===== src/rtl/mbx_pkg.sv =====
package mbx_pkg;
  typedef struct packed {
    logic post;  // peer doorbell write accepted
    logic ack;   // own mailbox read
  } mbx_evt_t;

  localparam int unsigned NUM_PORTS = 2;
  localparam int unsigned PORT_L = 0;
  localparam int unsigned PORT_R = 1;
endpackage


===== src/rtl/mbx_port_decode.sv =====
module mbx_port_decode
  import mbx_pkg::*;
#(
  parameter int unsigned ADDR_W = 15,
  parameter logic [ADDR_W-1:0] POST_ADDR = '1,
  parameter logic [ADDR_W-1:0] ACK_ADDR = '1
) (
  input  logic [ADDR_W-1:0] addr_i,
  input  logic              we_i,
  input  logic              re_i,
  input  logic              busy_i,
  output mbx_evt_t          evt_o
);
  logic hit_post, hit_ack;

  assign hit_post   = (addr_i == POST_ADDR);
  assign hit_ack    = (addr_i == ACK_ADDR);
  // stalled writer must not ring the peer
  assign evt_o.post = we_i & ~busy_i & hit_post;
  assign evt_o.ack  = re_i & hit_ack;
endmodule


===== src/rtl/mbx_flag.sv =====
module mbx_flag (
  input  logic clk_i,
  input  logic rst_ni,
  input  logic set_i,
  input  logic clr_i,
  output logic irq_no
);
  logic flag_q, flag_d;

  always_comb begin
    flag_d = flag_q;
    if (clr_i) flag_d = 1'b0;
    if (set_i) flag_d = 1'b1;  // set has priority
  end

  always_ff @(posedge clk_i or negedge rst_ni) begin
    if (!rst_ni) flag_q <= 1'b0;
    else         flag_q <= flag_d;
  end

  assign irq_no = ~flag_q;

  AST_SET_WINS: assert property (@(posedge clk_i) disable iff (!rst_ni)
    set_i |=> !irq_no);
  AST_ACK_RELEASES: assert property (@(posedge clk_i) disable iff (!rst_ni)
    clr_i && !set_i |=> irq_no);
  AST_HOLD_IDLE: assert property (@(posedge clk_i) disable iff (!rst_ni)
    !set_i && !clr_i |=> $stable(irq_no));
endmodule


===== src/rtl/mbx_irq.sv =====
module mbx_irq
  import mbx_pkg::*;
#(
  parameter int unsigned ADDR_W = 15
) (
  input  logic              clk_i,
  input  logic              rst_ni,
  input  logic [ADDR_W-1:0] l_addr_i,
  input  logic              l_we_i,
  input  logic              l_re_i,
  input  logic              l_busy_i,
  input  logic [ADDR_W-1:0] r_addr_i,
  input  logic              r_we_i,
  input  logic              r_re_i,
  input  logic              r_busy_i,
  output logic              l_irq_no,
  output logic              r_irq_no
);
  localparam logic [ADDR_W-1:0] SLOT_R = {ADDR_W{1'b1}};
  localparam logic [ADDR_W-1:0] SLOT_L = SLOT_R - 1'b1;

  logic [ADDR_W-1:0] addr   [NUM_PORTS];
  logic              we     [NUM_PORTS];
  logic              re     [NUM_PORTS];
  logic              busy   [NUM_PORTS];
  mbx_evt_t          evt    [NUM_PORTS];
  logic              irq_n  [NUM_PORTS];

  assign addr[PORT_L] = l_addr_i;
  assign we[PORT_L]   = l_we_i;
  assign re[PORT_L]   = l_re_i;
  assign busy[PORT_L] = l_busy_i;
  assign addr[PORT_R] = r_addr_i;
  assign we[PORT_R]   = r_we_i;
  assign re[PORT_R]   = r_re_i;
  assign busy[PORT_R] = r_busy_i;

  for (genvar p = 0; p < NUM_PORTS; p++) begin : g_port
    // each port posts to the peer slot and acknowledges its own
    localparam logic [ADDR_W-1:0] OWN  = (p == PORT_R) ? SLOT_R : SLOT_L;
    localparam logic [ADDR_W-1:0] PEER = (p == PORT_R) ? SLOT_L : SLOT_R;
    localparam int unsigned       OTHER = NUM_PORTS - 1 - p;

    mbx_port_decode #(
      .ADDR_W   (ADDR_W),
      .POST_ADDR(PEER),
      .ACK_ADDR (OWN)
    ) u_dec (
      .addr_i (addr[p]),
      .we_i   (we[p]),
      .re_i   (re[p]),
      .busy_i (busy[p]),
      .evt_o  (evt[p])
    );

    mbx_flag u_flag (
      .clk_i  (clk_i),
      .rst_ni (rst_ni),
      .set_i  (evt[OTHER].post),
      .clr_i  (evt[p].ack),
      .irq_no (irq_n[p])
    );
  end

  assign l_irq_no = irq_n[PORT_L];
  assign r_irq_no = irq_n[PORT_R];

  AST_BUSY_BLOCKS_R: assert property (@(posedge clk_i) disable iff (!rst_ni)
    l_we_i && l_busy_i && r_irq_no |=> r_irq_no);
  AST_BUSY_BLOCKS_L: assert property (@(posedge clk_i) disable iff (!rst_ni)
    r_we_i && r_busy_i && l_irq_no |=> l_irq_no);
  AST_FOREIGN_NO_SET_R: assert property (@(posedge clk_i) disable iff (!rst_ni)
    !(l_we_i && l_addr_i == SLOT_R) && r_irq_no |=> r_irq_no);
  AST_FOREIGN_NO_SET_L: assert property (@(posedge clk_i) disable iff (!rst_ni)
    !(r_we_i && r_addr_i == SLOT_L) && l_irq_no |=> l_irq_no);
endmodule


===== config.mk =====
export PLATFORM = sky130hd
export DESIGN_NAME = mbx_irq
export DESIGN_NICKNAME = d
export VERILOG_FILES = /design/src/rtl/mbx_pkg.sv /design/src/rtl/mbx_port_decode.sv /design/src/rtl/mbx_flag.sv /design/src/rtl/mbx_irq.sv
export SDC_FILE = /design/constraint.sdc
export NUM_CORES = 1
export LEC_CHECK = 0
export CAP_MARGIN = 20
export CORE_AREA = 2 2 39 41
export CTS_CLUSTER_DIAMETER = 150
export CTS_CLUSTER_SIZE = 8
export DETAILED_ROUTE_END_ITERATION = 7
export DIE_AREA = 0 0 41 43
export PLACE_DENSITY = 0.66
export SLEW_MARGIN = 0
export SYNTH_ARGS = -nofsm -noshare
export SYNTH_HDL_FRONTEND = slang
export SYNTH_SLANG_ARGS = --single-unit

===== constraint.sdc =====
create_clock -name clk_i -period 0.8 [get_ports clk_i]
set_input_delay 0.16 -clock clk_i [delete_from_list [all_inputs] [get_ports clk_i]]
set_output_delay 0.16 -clock clk_i [all_outputs]
set_load 0.05 [all_outputs]

# After elaboration in Yosys (flattened, before gate mapping)
# Index checks and enable logic that the tools add are counted.
# word_totals
register_bits	2
word_cells	22
inputBits	38
output_inout_bits	2
# op_classes
mux	4
bitwise	10
reduce_logical	2
eq_ne	4
# ops
op	n
equality test 15 bit (second input constant)	4
bitwise AND 1 bit	6
two-way mux 1 bit	4
NOT 1 bit	4
nonzero test 2 bit	2

# Logic depth before layout (Yosys ltp)
# logic_depth
word_depth	4
ltp_mapped	3
ltp_nobuf	3

# By module
# A second synthesis with hierarchy kept.
# hier_totals
cells_unflattened	21
hier_area_um2	173.9
# by_module_without_submodules
module	area_per_inst_um2	cells_each	instances	seq_area_each_um2
mbx_flag	40.0	3	2	25.0
mbx_port_decode (g_port[0].u_dec)	48.8	7	1	0.0
mbx_port_decode (g_port[1].u_dec)	45.0	8	1	0.0

# Worst setup path after synthesis
# No wires, ideal clock.
# synth_path
kind	input to register
startpoint	input port l_addr_i[5]
endpoint	register g_port[1].u_flag.flag_q
stages	3
arrival_time_ps	1000
setup_slack_ps	-301
required_time_ps	699
setup_time_ps	101
path_buffers	0
cell_sequence	nand4_1 or4_1 o32ai_1
# synth_between
elab_chain_cells	3
elab_cells_between_ends	4
classes_between	eq/ne: 1; mux: 1; bitwise: 1; reduce/logical: 1
# synth_lines
element	line_no	rtl
start, declared	mbx_irq.sv:8	input logic [ADDR_W-1:0] l_addr_i,
equality test 15 bit (*)	mbx_port_decode.sv:16	assign hit_post = (addr_i == POST_ADDR);
bitwise AND 1 bit (*)	mbx_port_decode.sv:19	assign evt_o.post = we_i & ~busy_i & hit_post;
two-way mux 1 bit or nonzero test 2 bit (tied branches)	--	
end signal, assigned	mbx_flag.sv:18	else flag_q <= flag_d;
end, declared	mbx_flag.sv:8	logic flag_q, flag_d;
# Mark *: on every way between the ends. The rest lies on a longest branch, timed or not.
# A chain may end at the register's enable or synchronous reset.

# Final worst setup path
# layout_path
startpoint	register g_port[1].u_flag.flag_q
endpoint	output port r_irq_no
# layout_between
elab_chain_cells	1
# layout_lines
element	line_no	rtl
NOT 1 bit	mbx_flag.sv:21	assign irq_no = ~flag_q;
end, declared	mbx_irq.sv:17	output logic r_irq_no
# Every way passes these cells.

==> results.toml <==
[logic_synthesis]
synth_area_leaders = "sky130_fd_sc_hd__dfrtp_1, sky130_fd_sc_hd__nand4_1, sky130_fd_sc_hd__nand2_1"
synth-compound-area-share = 0.0876
synthesis.area_per_instance_um2 = 7.45
synth_seq_cells = 2
synth_seq_area_share = 0.292
adder_cell_share_of_the_synthesized_area = 0
synth_top_area_frac = 0.292
postSynthNetCount = 61
postSynthCellCount = 23
post_synth_xor_area_fraction = 0
netlist.top_cell.by_area = "sky130_fd_sc_hd__dfrtp_1"
mappedNetlistArea_um2 = 171
synth_top_family_by_area = "simple AND/OR/NAND/NOR gates"
synth.yosys.warnings = 0
ys_types = 10
synth.mux.area_fraction = 0
yosys.area_share.simple = 0.577

[setup_path]
endpoint_kind = "output port"
endpoint_arrival_time_on_the_critical_path_ns = 0.86
worstReg2RegStart = "g_port[1].u_flag.flag_q"
reg2regPathDepth = 4
critical_path.max_fanout = 2
path_class = "register to output port"
required_time_worst_endpoint_ns = 0.64
cp-start-kind = "register"
reg2reg_slack_ns = -0.14
rr_endpoint = "g_port[1].u_flag.flag_q"

[timing]
final-hold-violation-count = 0
finalCritPeriodShare = 1.27
timing.max_slew.rel_slack = 0.831
fin_ws_ns = -0.216
timing_worst_slew_pin_value_ns = 0.251
clock_skew_ns = 0
final.setup.tns_ns = -0.638
minimum_clock_period_ns = 1.02
fmax_mhz = 984
setup_viol_count_final = 4
rsz_0062_raised_after_global_routing = "true"
final_max_tran_viols = 0

[cells_and_area]
design.final.nets = 111
regArea_um2 = 50.0
post-route-util = 0.446
design_area_um2 = 617
multiInputGateArea_um2 = 148
top_flop_regs = "g_port.u_flag.flag_q: 2 flops"
fillerInstances = 139
synth_to_final_area_change_pct = 260
largest_register_ffs = 2
max_flop_register = "g_port.u_flag.flag_q"
antenna-diode-count = 0
share_of_layout_cells_above_drive_strength_1 = 0.606

[clocking]
htreeDepth = 1
cts_tree = "yes"
clock_insertion_delay_worst_skew_ns = 0.22
cts-hold-fix-buffers = 0
cts.reportedPaths.clkPinSlew_ns = 0.03
tritoncts_buffer_count = 3
clock_path_buffers = 2
cts_root_buffer = "sky130_fd_sc_hd__clkbuf_4"
numClockSinks = 2

[routing]
first_iter_violations = 1
post_drt_wl_per_cell_um = 10.7
drc = 0
route.vias.total = 381
drtAntennaViolNets = 0
post_dr_vias_cell = 4.38
detailedRoute.firstPassIterationCount = 2
totalWireLength_um = 928

[placed_design]
count_of_buffers_from_port_buffering = 39
dpl-instance-area_um2 = 609
dpl_worst_slack_ns = -0.833
placer_congestion = 0.588

[hold_path]
worst_hold_class = "primary input to async pin"

[run_status]
status = "finished with violations"
failed_checks = "negative setup slack"

[power_and_ir_drop]
ir_worst_vdd_uv = 337
cellLeakagePower_nw = 0.292
power.density_nw_per_um2 = 772

[grt]
grt_overflow_total = 0
grt_antenna_before_repair = 0
grt_util_all_layers = 0.124
first_global_vias = 442
grt_max_degree = 3
grt_first_pass_wirelength_mm = 1.51

[job]
cap_viol_max_count = 0

[floorplanning]
fp-row-count = 14
io_pins = 40
design.core.area_um2 = 1380
fp.dieArea_um2 = 1760
y_dimension_of_the_die_um = 43
fp.dieW_um = 41
initial_utilization = 0.124
==> report_power, final <==
group	switching, W	internal (W)
Sequential	0.0000000951	0.000102
Combinational	0.0000419	0.000108
Clock	0.0000587	0.000166
==> layer usage <==
metal / vias up / global-route usage / wire length [µm]
met5: - / 0 / 0
met4: 0 / 0.100 / 14
met3: 2 / 0.00524 / 106
met2: 25 / 0.209 / 475
met1: 161 / 0.131 / 331
li1: 193 / - / -
==> cells by family after synthesis <==
group	count (synthesis)
simple gates	17
buf+inv	2
flops	2
compound gates	2
==> cell type report <==
cell class	count	share of cell area
Timing Repair Buffer	45	0.586
Multi-Input combinational cell	19	0.239
Sequential cell	2	0.0811
Clock buffer	3	0.0365
Tap cell	16	0.0325
Inverter	2	0.0243
==> what timing repair did <==
| action | CTS | global route |
|---|---|---|
| setup endpoints to repair | 4 | 4 |
| resized for setup | 55 | 36 |
| setup buffers | 5 | 1 |
| pin swaps | 10 | 10 |
==> worst max-delay path by stage <==
stage / slack (ns) / cells after the start / to / from
4_1_cts: -0.22 / 2 / r_irq_no / g_port[1].u_flag.flag_q
3_5_place_dp: -0.83 / 4 / g_port[1].u_flag.flag_q / l_addr_i[4]
3_3_place_gp: -0.80 / 4 / g_port[1].u_flag.flag_q / l_addr_i[4]
6_report: -0.22 / 2 / r_irq_no / g_port[1].u_flag.flag_q
2_1_floorplan: -0.30 / 3 / g_port[1].u_flag.flag_q / l_addr_i[4]
5_1_grt: -0.23 / 2 / r_irq_no / g_port[1].u_flag.flag_q
==> Yosys cell counts <==
master and instances:
sky130_fd_sc_hd__nand4_1 7, sky130_fd_sc_hd__nand2_1 4, sky130_fd_sc_hd__dfrtp_1 2, sky130_fd_sc_hd__inv_1 2, sky130_fd_sc_hd__nor4_1 2, sky130_fd_sc_hd__or4_1 2, sky130_fd_sc_hd__nand4b_1 1, sky130_fd_sc_hd__nor2_1 1
sky130_fd_sc_hd__o22ai_1 1, sky130_fd_sc_hd__o32ai_1 1
==> layout by cell type, fill, tap and decap left out <==
master / n
sky130_fd_sc_hd__clkbuf_2: 12
sky130_fd_sc_hd__buf_2: 9
sky130_fd_sc_hd__nand4_1: 7
sky130_fd_sc_hd__buf_4: 6
sky130_fd_sc_hd__clkdlybuf4s50_1: 5
sky130_fd_sc_hd__nand2_1: 4
sky130_fd_sc_hd__dlymetal6s2s_1: 4
sky130_fd_sc_hd__clkbuf_4: 3
sky130_fd_sc_hd__clkinvlp_4: 2
sky130_fd_sc_hd__nor4_2: 2
sky130_fd_sc_hd__or4_4: 2
sky130_fd_sc_hd__dfrtp_1: 2
sky130_fd_sc_hd__clkdlybuf4s15_1: 2
sky130_fd_sc_hd__buf_6: 2
sky130_fd_sc_hd__dlygate4sd2_1: 2
sky130_fd_sc_hd__buf_12: 2
sky130_fd_sc_hd__nand4b_1: 1
sky130_fd_sc_hd__nor2_1: 1
sky130_fd_sc_hd__o22ai_2: 1
sky130_fd_sc_hd__o32ai_2: 1
sky130_fd_sc_hd__clkdlybuf4s15_2: 1
==> worst max-delay path, cell delays in order, from the launching register on <==
cell and delay (ns):
sky130_fd_sc_hd__dfrtp_1 0.36, sky130_fd_sc_hd__clkinvlp_4 0.12, sky130_fd_sc_hd__buf_12 0.16
==> stage by stage <==
step / total power [W] / hold WS, ns / std cells
after floorplan: 0.000117 / -0.136 / 23
after global placement: 0.000301 / 0.334 / 78
after detailed placement: 0.000303 / 0.331 / 78
after CTS: 0.000491 / 0.0912 / 86
after global routing: 0.000506 / 0.105 / 87
final: 0.000476 / 0.0944 / 87
Note: power is estimated with default switching activity, not from simulation.
